===== src/rtl/mlc_pkg.sv =====
package mlc_pkg;
    localparam int SEL_W = 4;
    localparam int CELLS = 1 << SEL_W;

    typedef enum logic [1:0] {
        MODE_LOGIC = 2'b00,
        MODE_RAM   = 2'b01,
        MODE_SHIFT = 2'b10,
        MODE_HOLD  = 2'b11
    } mode_e;

    function automatic logic mode_writes(input mode_e m);
        return (m == MODE_RAM) || (m == MODE_SHIFT);
    endfunction
endpackage


===== src/rtl/mlc_store.sv =====
module mlc_store
    import mlc_pkg::*;
#(
    parameter int SW = SEL_W,
    localparam int N = 1 << SW
) (
    input  logic          clk,
    input  logic          rst,
    input  logic          cfg_load,
    input  logic [N-1:0]  cfg_data,
    input  mode_e         mode,
    input  logic [SW-1:0] addr,
    input  logic          din,
    input  logic          we,
    output logic [N-1:0]  cells
);
    logic [N-1:0] nxt;
    logic         upd;

    assign upd = we && mode_writes(mode);

    for (genvar k = 0; k < N; k++) begin : g_cell
        logic shift_in;
        if (k == 0) begin : g_head
            assign shift_in = din;
        end else begin : g_body
            assign shift_in = cells[k-1];
        end

        always_comb begin
            nxt[k] = cells[k];
            if (cfg_load)
                nxt[k] = cfg_data[k];
            else if (upd && mode == MODE_RAM && addr == SW'(k))
                nxt[k] = din;
            else if (upd && mode == MODE_SHIFT)
                nxt[k] = shift_in;
        end
    end

    always_ff @(posedge clk) begin
        if (rst)
            cells <= '0;
        else
            cells <= nxt;
    end

    assert_cfg_load_R4: assert property (@(posedge clk) disable iff (rst)
        cfg_load |=> cells == $past(cfg_data));

    assert_logic_hold_R5: assert property (@(posedge clk) disable iff (rst)
        (!cfg_load && (mode == MODE_LOGIC || mode == MODE_HOLD)) |=> $stable(cells));

    assert_ram_write_R6: assert property (@(posedge clk) disable iff (rst)
        (!cfg_load && mode == MODE_RAM && we) |=> cells[$past(addr)] == $past(din));

    assert_shift_step_R8: assert property (@(posedge clk) disable iff (rst)
        (!cfg_load && mode == MODE_SHIFT && we)
        |=> (cells[0] == $past(din)) && (cells[N-1:1] == $past(cells[N-2:0])));

    assert_shift_idle_R10: assert property (@(posedge clk) disable iff (rst)
        (!cfg_load && mode == MODE_SHIFT && !we) |=> $stable(cells));
endmodule


===== src/rtl/mlc_tap.sv =====
module mlc_tap #(
    parameter int SW = 4,
    localparam int N = 1 << SW
) (
    input  logic [N-1:0]  cells,
    input  logic [SW-1:0] addr,
    output logic          q
);
    always_comb begin
        q = 1'b0;
        for (int k = 0; k < N; k++)
            if (addr == SW'(k)) q = cells[k];
    end
endmodule


===== src/rtl/mlc_cell.sv =====
module mlc_cell
    import mlc_pkg::*;
(
    input  logic             clk,
    input  logic             rst,
    input  logic [SEL_W-1:0] sel_i,
    input  logic             cfg_load_i,
    input  logic [CELLS-1:0] cfg_data_i,
    input  logic [1:0]       mode_i,
    input  logic             din_i,
    input  logic             we_i,
    output logic             q_o,
    output logic             chain_o
);
    logic [CELLS-1:0] cells;
    mode_e            mode;

    assign mode = mode_e'(mode_i);

    mlc_store #(.SW(SEL_W)) u_store (
        .clk      (clk),
        .rst      (rst),
        .cfg_load (cfg_load_i),
        .cfg_data (cfg_data_i),
        .mode     (mode),
        .addr     (sel_i),
        .din      (din_i),
        .we       (we_i),
        .cells    (cells)
    );

    mlc_tap #(.SW(SEL_W)) u_tap (
        .cells (cells),
        .addr  (sel_i),
        .q     (q_o)
    );

    assign chain_o = cells[CELLS-1];

    assert_chain_after_shift_R9: assert property (@(posedge clk) disable iff (rst)
        (!cfg_load_i && mode == MODE_SHIFT && we_i) |=> chain_o == $past(cells[CELLS-2]));
endmodule


===== config.mk =====
export PLATFORM = sky130hd
export DESIGN_NAME = mlc_cell
export DESIGN_NICKNAME = d
export VERILOG_FILES = /design/src/rtl/mlc_pkg.sv /design/src/rtl/mlc_store.sv /design/src/rtl/mlc_tap.sv /design/src/rtl/mlc_cell.sv
export SDC_FILE = /design/constraint.sdc
export NUM_CORES = 1
export LEC_CHECK = 0
export BUFFER_PORTS_ARGS = -buffer_cell sky130_fd_sc_hd__buf_2
export CORE_ASPECT_RATIO = 1.75
export CORE_MARGIN = 2
export CORE_UTILIZATION = 51
export CTS_BUF_LIST = sky130_fd_sc_hd__clkbuf_8
export DETAILED_ROUTE_END_ITERATION = 6
export GPL_ROUTABILITY_DRIVEN = 0
export PLACE_DENSITY = 0.75
export SYNTH_ARGS = -nofsm -noshare
export SYNTH_HDL_FRONTEND = slang
export SYNTH_SLANG_ARGS = --single-unit

===== constraint.sdc =====
create_clock -name clk -period 1.5 [get_ports clk]
set_input_delay 0.225 -clock clk [delete_from_list [all_inputs] [get_ports clk]]
set_output_delay 0.225 -clock clk [all_outputs]
set_load 0.03 [all_outputs]

Yosys cells after proc, flatten, opt, wreduce, memory -nomap -nowiden
Cells that the tools add are included.
{"block": "word_totals", "regBits": 16, "latch_bits": 0, "ram_bits": 0, "mem_bits_ro": 0, "input_bits": 27, "output_inout_bits": 2, "elab_cells": 134, "n_memories": 0}
{"block": "classes", "n_addsub": 0, "n_mul": 0, "n_div": 0, "order_cmp": 0, "eq_ne": 17, "shifts": 0, "muxes": 64, "n_bitwise": 0, "reduce_logical": 37}
{"cell": "$mux W1", "n": 64}
{"cell": "$reduce_bool A3 Y1", "n": 16}
{"cell": "$eq A4 B4 Y1 const B", "n": 8}
{"cell": "$logic_and A1 B1 Y1", "n": 19}
{"cell": "$eq A4 B3 Y1 const B", "n": 4}
{"cell": "$eq A4 B2 Y1 const B", "n": 2}
{"cell": "$eq A4 B1 Y1 const B", "n": 1}
{"cell": "$logic_not A4 Y1", "n": 1}
{"cell": "$eq A2 B1 Y1 const B", "n": 1}
{"cell": "$eq A2 B2 Y1 const B", "n": 1}
{"cell": "$logic_or A1 B1 Y1", "n": 1}

Depth between registers and ports, before layout
{"block": "depth", "depth_word": 17, "ltp_mapped": 7, "depth_no_buf": 6}

Cells and area by module
A second synthesis with hierarchy kept.
{"block": "unflattened", "hier_cells": 156, "area_unflattened_um2": 1343.8}
{"module": "mlc_store", "instances": 1, "cells_per_inst": 134, "area_per_inst_um2": 1167.4, "seq_area_each_um2": 320.3}
{"module": "mlc_tap", "instances": 1, "cells_per_inst": 22, "area_per_inst_um2": 176.4, "seq_area_each_um2": 0.0}

Worst setup path before layout
Ideal clock, no wire load.
{"block": "synth_path", "path_type": "register -> output", "startpoint": "register u_store.cells[15]", "endpoint": "output q_o", "t_arrival_ns": 1.350, "required_time_ns": 1.275, "setup_slack_ns": -0.075, "stages_incl_launch_ff": 4, "path_buffers": 0, "path_cell_list": "dfxtp_1 > mux4_2 > mux2i_1 > a21oi_1"}
{"block": "synth_via", "elab_chain_len": 1}
{"element": "start, declared", "line_no": "mlc_store.sv:15", "rtl": "output logic [N-1:0] cells"}
{"element": "start signal, assigned", "line_no": "mlc_store.sv:45", "rtl": "cells <= nxt;"}
{"element": "$mux W1", "line_no": "mlc_tap.sv:12", "rtl": "if (addr == SW'(k)) q = cells[k];"}
{"element": "end, declared", "line_no": "mlc_cell.sv:12", "rtl": "output logic q_o,"}
Every way passes these cells.

Worst setup path after layout
{"block": "layout_path", "startpoint": "register u_store.cells[5]", "endpoint": "output q_o"}
{"block": "layout_via", "elab_chain_len": 11}
{"element": "$mux W1 (11 in a row)", "line_no": "mlc_tap.sv:12"}
Every way passes these cells.

==> run_results.csv <==
group,metric,value,unit
layout,synthToLayoutAreaGrowth,30.7,%
clock_network,cts_tree,"yes",
worst_hold_path,min_to,"u_store.cells[11]",
die,initial_utilization,54.2,%
worst_hold_path,hold_class,"primary input to flop",
sta,fmax,557,MHz
sta,setup_slack,-0.294,ns
power_and_ir_drop,p_per_area,716,nW/um^2
die,io_pins,29,
logic_synthesis,ys_seq_area_share,23.7,%
logic_synthesis,avgSynthCellArea,9.32,sq um
logic_synthesis,netlist_area,1350,sq um
clock_network,cts_setup_buffers,0,
setup_path,r2r_slack,0.35,ns
sta,clock_skew,0.00226,ns
logic_synthesis,synth_most_common_cell,"a21oi_1",
sta,grt_setup_unrepaired,"true",
global_route,grt_util_met3,3.73,%
logic_synthesis,yosysTopAreaCell,"dfxtp_1",
route,drc,0,
power_and_ir_drop,ir_worst_vdd,0.659,mV
logic_synthesis,synth_fp_nets,174,
die,die_x,42.9,microns
layout,drive_gt1_share,45.1,%
setup_path,reg2reg_from,"u_store.cells[4]",
route,ant_nets,0,
clock_network,cts_buffers,3,
flow_run,cap_violations,0,
setup_path,cp-start-kind,"flop",
setup_path,crit_type,"flop to primary output",
global_route,track_usage,29.5,%
logic_synthesis,synth_ff_type,"dfxtp_1",
layout,num_antenna_cells,0,
die,dieArea,3090,sq um
setup_path,crit_slowest_cell,"mux4_2",
setup_path,crit_required,1.27,ns
logic_synthesis,synth_edf_count,0,
global_route,grt_pass1_wl,6840,microns
clock_network,ctsHtreeMaxLevel,1,
clock_network,cts.path.max_buffers,2,
global_route,antenna_found_initial,0,
placement,dp_slack,-0.233,ns
logic_synthesis,netlist.area_leader.share,23.7,%
sta,worst_pin_slew,0.385,ns
logic_synthesis,ys_types,40,
layout,regMostFlops,"u_store.cells",
layout,final_core_util,70.9,%
clock_network,clk_pin_slew,0.07,ns
sta,period_share,120,%
placement,place_area,1690,sq um
route,avgViaCountPerCell,6.67,
clock_network,cts.sinks,16,
global_route,busiest_layer,"met2",
setup_path,crit_start,"u_store.cells[5]",
logic_synthesis,ys_warn_count,0,
layout,nets,223,
sta,period_needed,1.79,ns
layout,reg.largest.list,"u_store.cells x16",
status,run_status,"finished with violations",
setup_path,crit_chain,"mux4_2 > nor2b_4 > a211oi_2 > a21oi_2 > buf_6",
logic_synthesis,synth_common_cells,"30 x a21oi_1, 16 x dfxtp_1, 14 x mux2i_1",
sta,finalSetupViolCount,1,
global_route,use_met2,51.3,%
worst_hold_path,min_path_cells,3,
layout,stdcell_area,1770,sq um
global_route,grt_max_degree,18,
power_and_ir_drop,p_leak,0.752,nW
route,drt_wl_total,4180,microns
layout,largest_reg_flops,16,
setup_path,reg2reg_to,"u_store.cells[5]",
logic_synthesis,async_flop_share,0,%
die,core,2490,sq um
worst_hold_path,hold_start,"cfg_data_i[11]",
global_route,first_global_vias,1453,
route,vias,1460,
sta,hold_viol,0,
setup_path,endpoint_kind,"primary output",
logic_synthesis,synthCells,145,
global_route,met1_usage,33.6,%
status,violations,"negative setup slack",
logic_synthesis,ys_ff_latch,16,
setup_path,cp.arrival,1.57,ns
setup_path,crit_fanout,2,
logic_synthesis,synthTopCellsByArea,"dfxtp_1 24%, a21oi_1 11%, mux2i_1 10%",
die,rows,24,
route,drtIter0Drc,76,
route,wl_per_cell,19.1,microns
setup_path,crit_path_max_incr_delay,0.47,ns
placement,dp_hpwl,3050,microns
placement,port_buffers,28,
setup_path,path_delay_family,"multiplexers",
sta,drv_slew,0,
clock_network,cts-root-buf,"clkbuf_8",
clock_network,clk_latency,0.26,ns
sta,relSlewSlack,74.3,%
setup_path,cp_num_buf_inv,1,
die,die_h,72.1,microns
route,drtPass1Iterations,4,
setup_path,reg2reg_depth,5,
global_route,gr-total-overflow,0,
cell usage in the layout, fill, tap and decap left out, drive strengths merged:
cell	count
nor3	1
a31oi	1
a211oi	11
nand2b	2
clkbuf	4
o22ai	1
inv	5
mux2i	14
a311oi	1
o21ai	1
and3b	1
nor2	4
a32o	1
a221oi	14
and2b	2
nand4	1
ha	2
a21o	1
a21oi	30
nand3	7
dfxtp	16
nor2b	2
nand3b	1
mux4	4
nand2	6
and4bb	1
o211ai	1
a32oi	1
o21a	1
buf	56
cells by family (layout without fill, tap and decap cells):
logic type	after synthesis	in the layout	share of synthesized area [%]
AO/OA/AOI/OAI	64	64	33.6
AND/OR/NAND/NOR	28	28	15.7
flip-flops	16	16	23.7
buffers and inverters	17	65	7.78
adder cells (fa/ha/maj)	2	2	1.85
multiplexers	18	18	17.3
worst min-delay path: cells and delay by family:
family	cells	cell delay [ns]
buf+inv	1	0.10
simple gates	1	0.06
compound gates	1	0.06
layout make-up:
| type | instances | area [sq um] |
|---|---|---|
| Tap cell | 26 | 32.5 |
| Multi-Input combinational cell | 112 | 942 |
| Sequential cell | 16 | 324 |
| Timing Repair Buffer | 56 | 394 |
| Inverter | 5 | 18.8 |
| Clock buffer | 4 | 55.1 |
| Fill cell | 209 | 726 |
power by group:
group          switching [mW]  leakage, nW  internal (mW)  total (mW)
registers              0.0216        0.132          0.453       0.475
logic                   0.197        0.591          0.188       0.385
clock network           0.171       0.0288          0.234       0.405
per-layer routing:
layer | vias to the layer above | wire length (microns) | part of all wire [%]
li1 | 673 | - | -
met1 | 695 | 1570 | 38
met2 | 73 | 2150 | 51
met3 | 19 | 264 | 6.3
met4 | 0 | 195 | 4.7
met5 | - | 0 | 0
stage by stage:
stage          hold WS, ns  power [mW]  cells  TNS, ns
2_1_floorplan        0.383       0.696    145        0
3_3_place_gp         0.497       0.834    215    -1.36
3_5_place_dp         0.514       0.849    215    -2.07
4_1_cts              0.237        1.26    219   -0.302
5_1_grt              0.237        1.32    219   -0.359
6_report             0.239        1.26    219   -0.294
worst max path at each step:
stage	to	slack [ns]	depth (start not counted)
3_5_place_dp	q_o	-0.23	6
3_3_place_gp	q_o	-0.16	6
2_1_floorplan	q_o	0.04	4
5_1_grt	q_o	-0.36	5
4_1_cts	q_o	-0.30	5
6_report	q_o	-0.29	5
repair_timing:
| item | in CTS | in global routing |
|---|---|---|
| hold buffers | 0 | 0 |
| endpoints found under the setup margin | 1 | 2 |
| resized for setup | 6 | 2 |
| pin swaps | 1 | 2 |
Note: power is estimated with default switching activity, not from simulation.
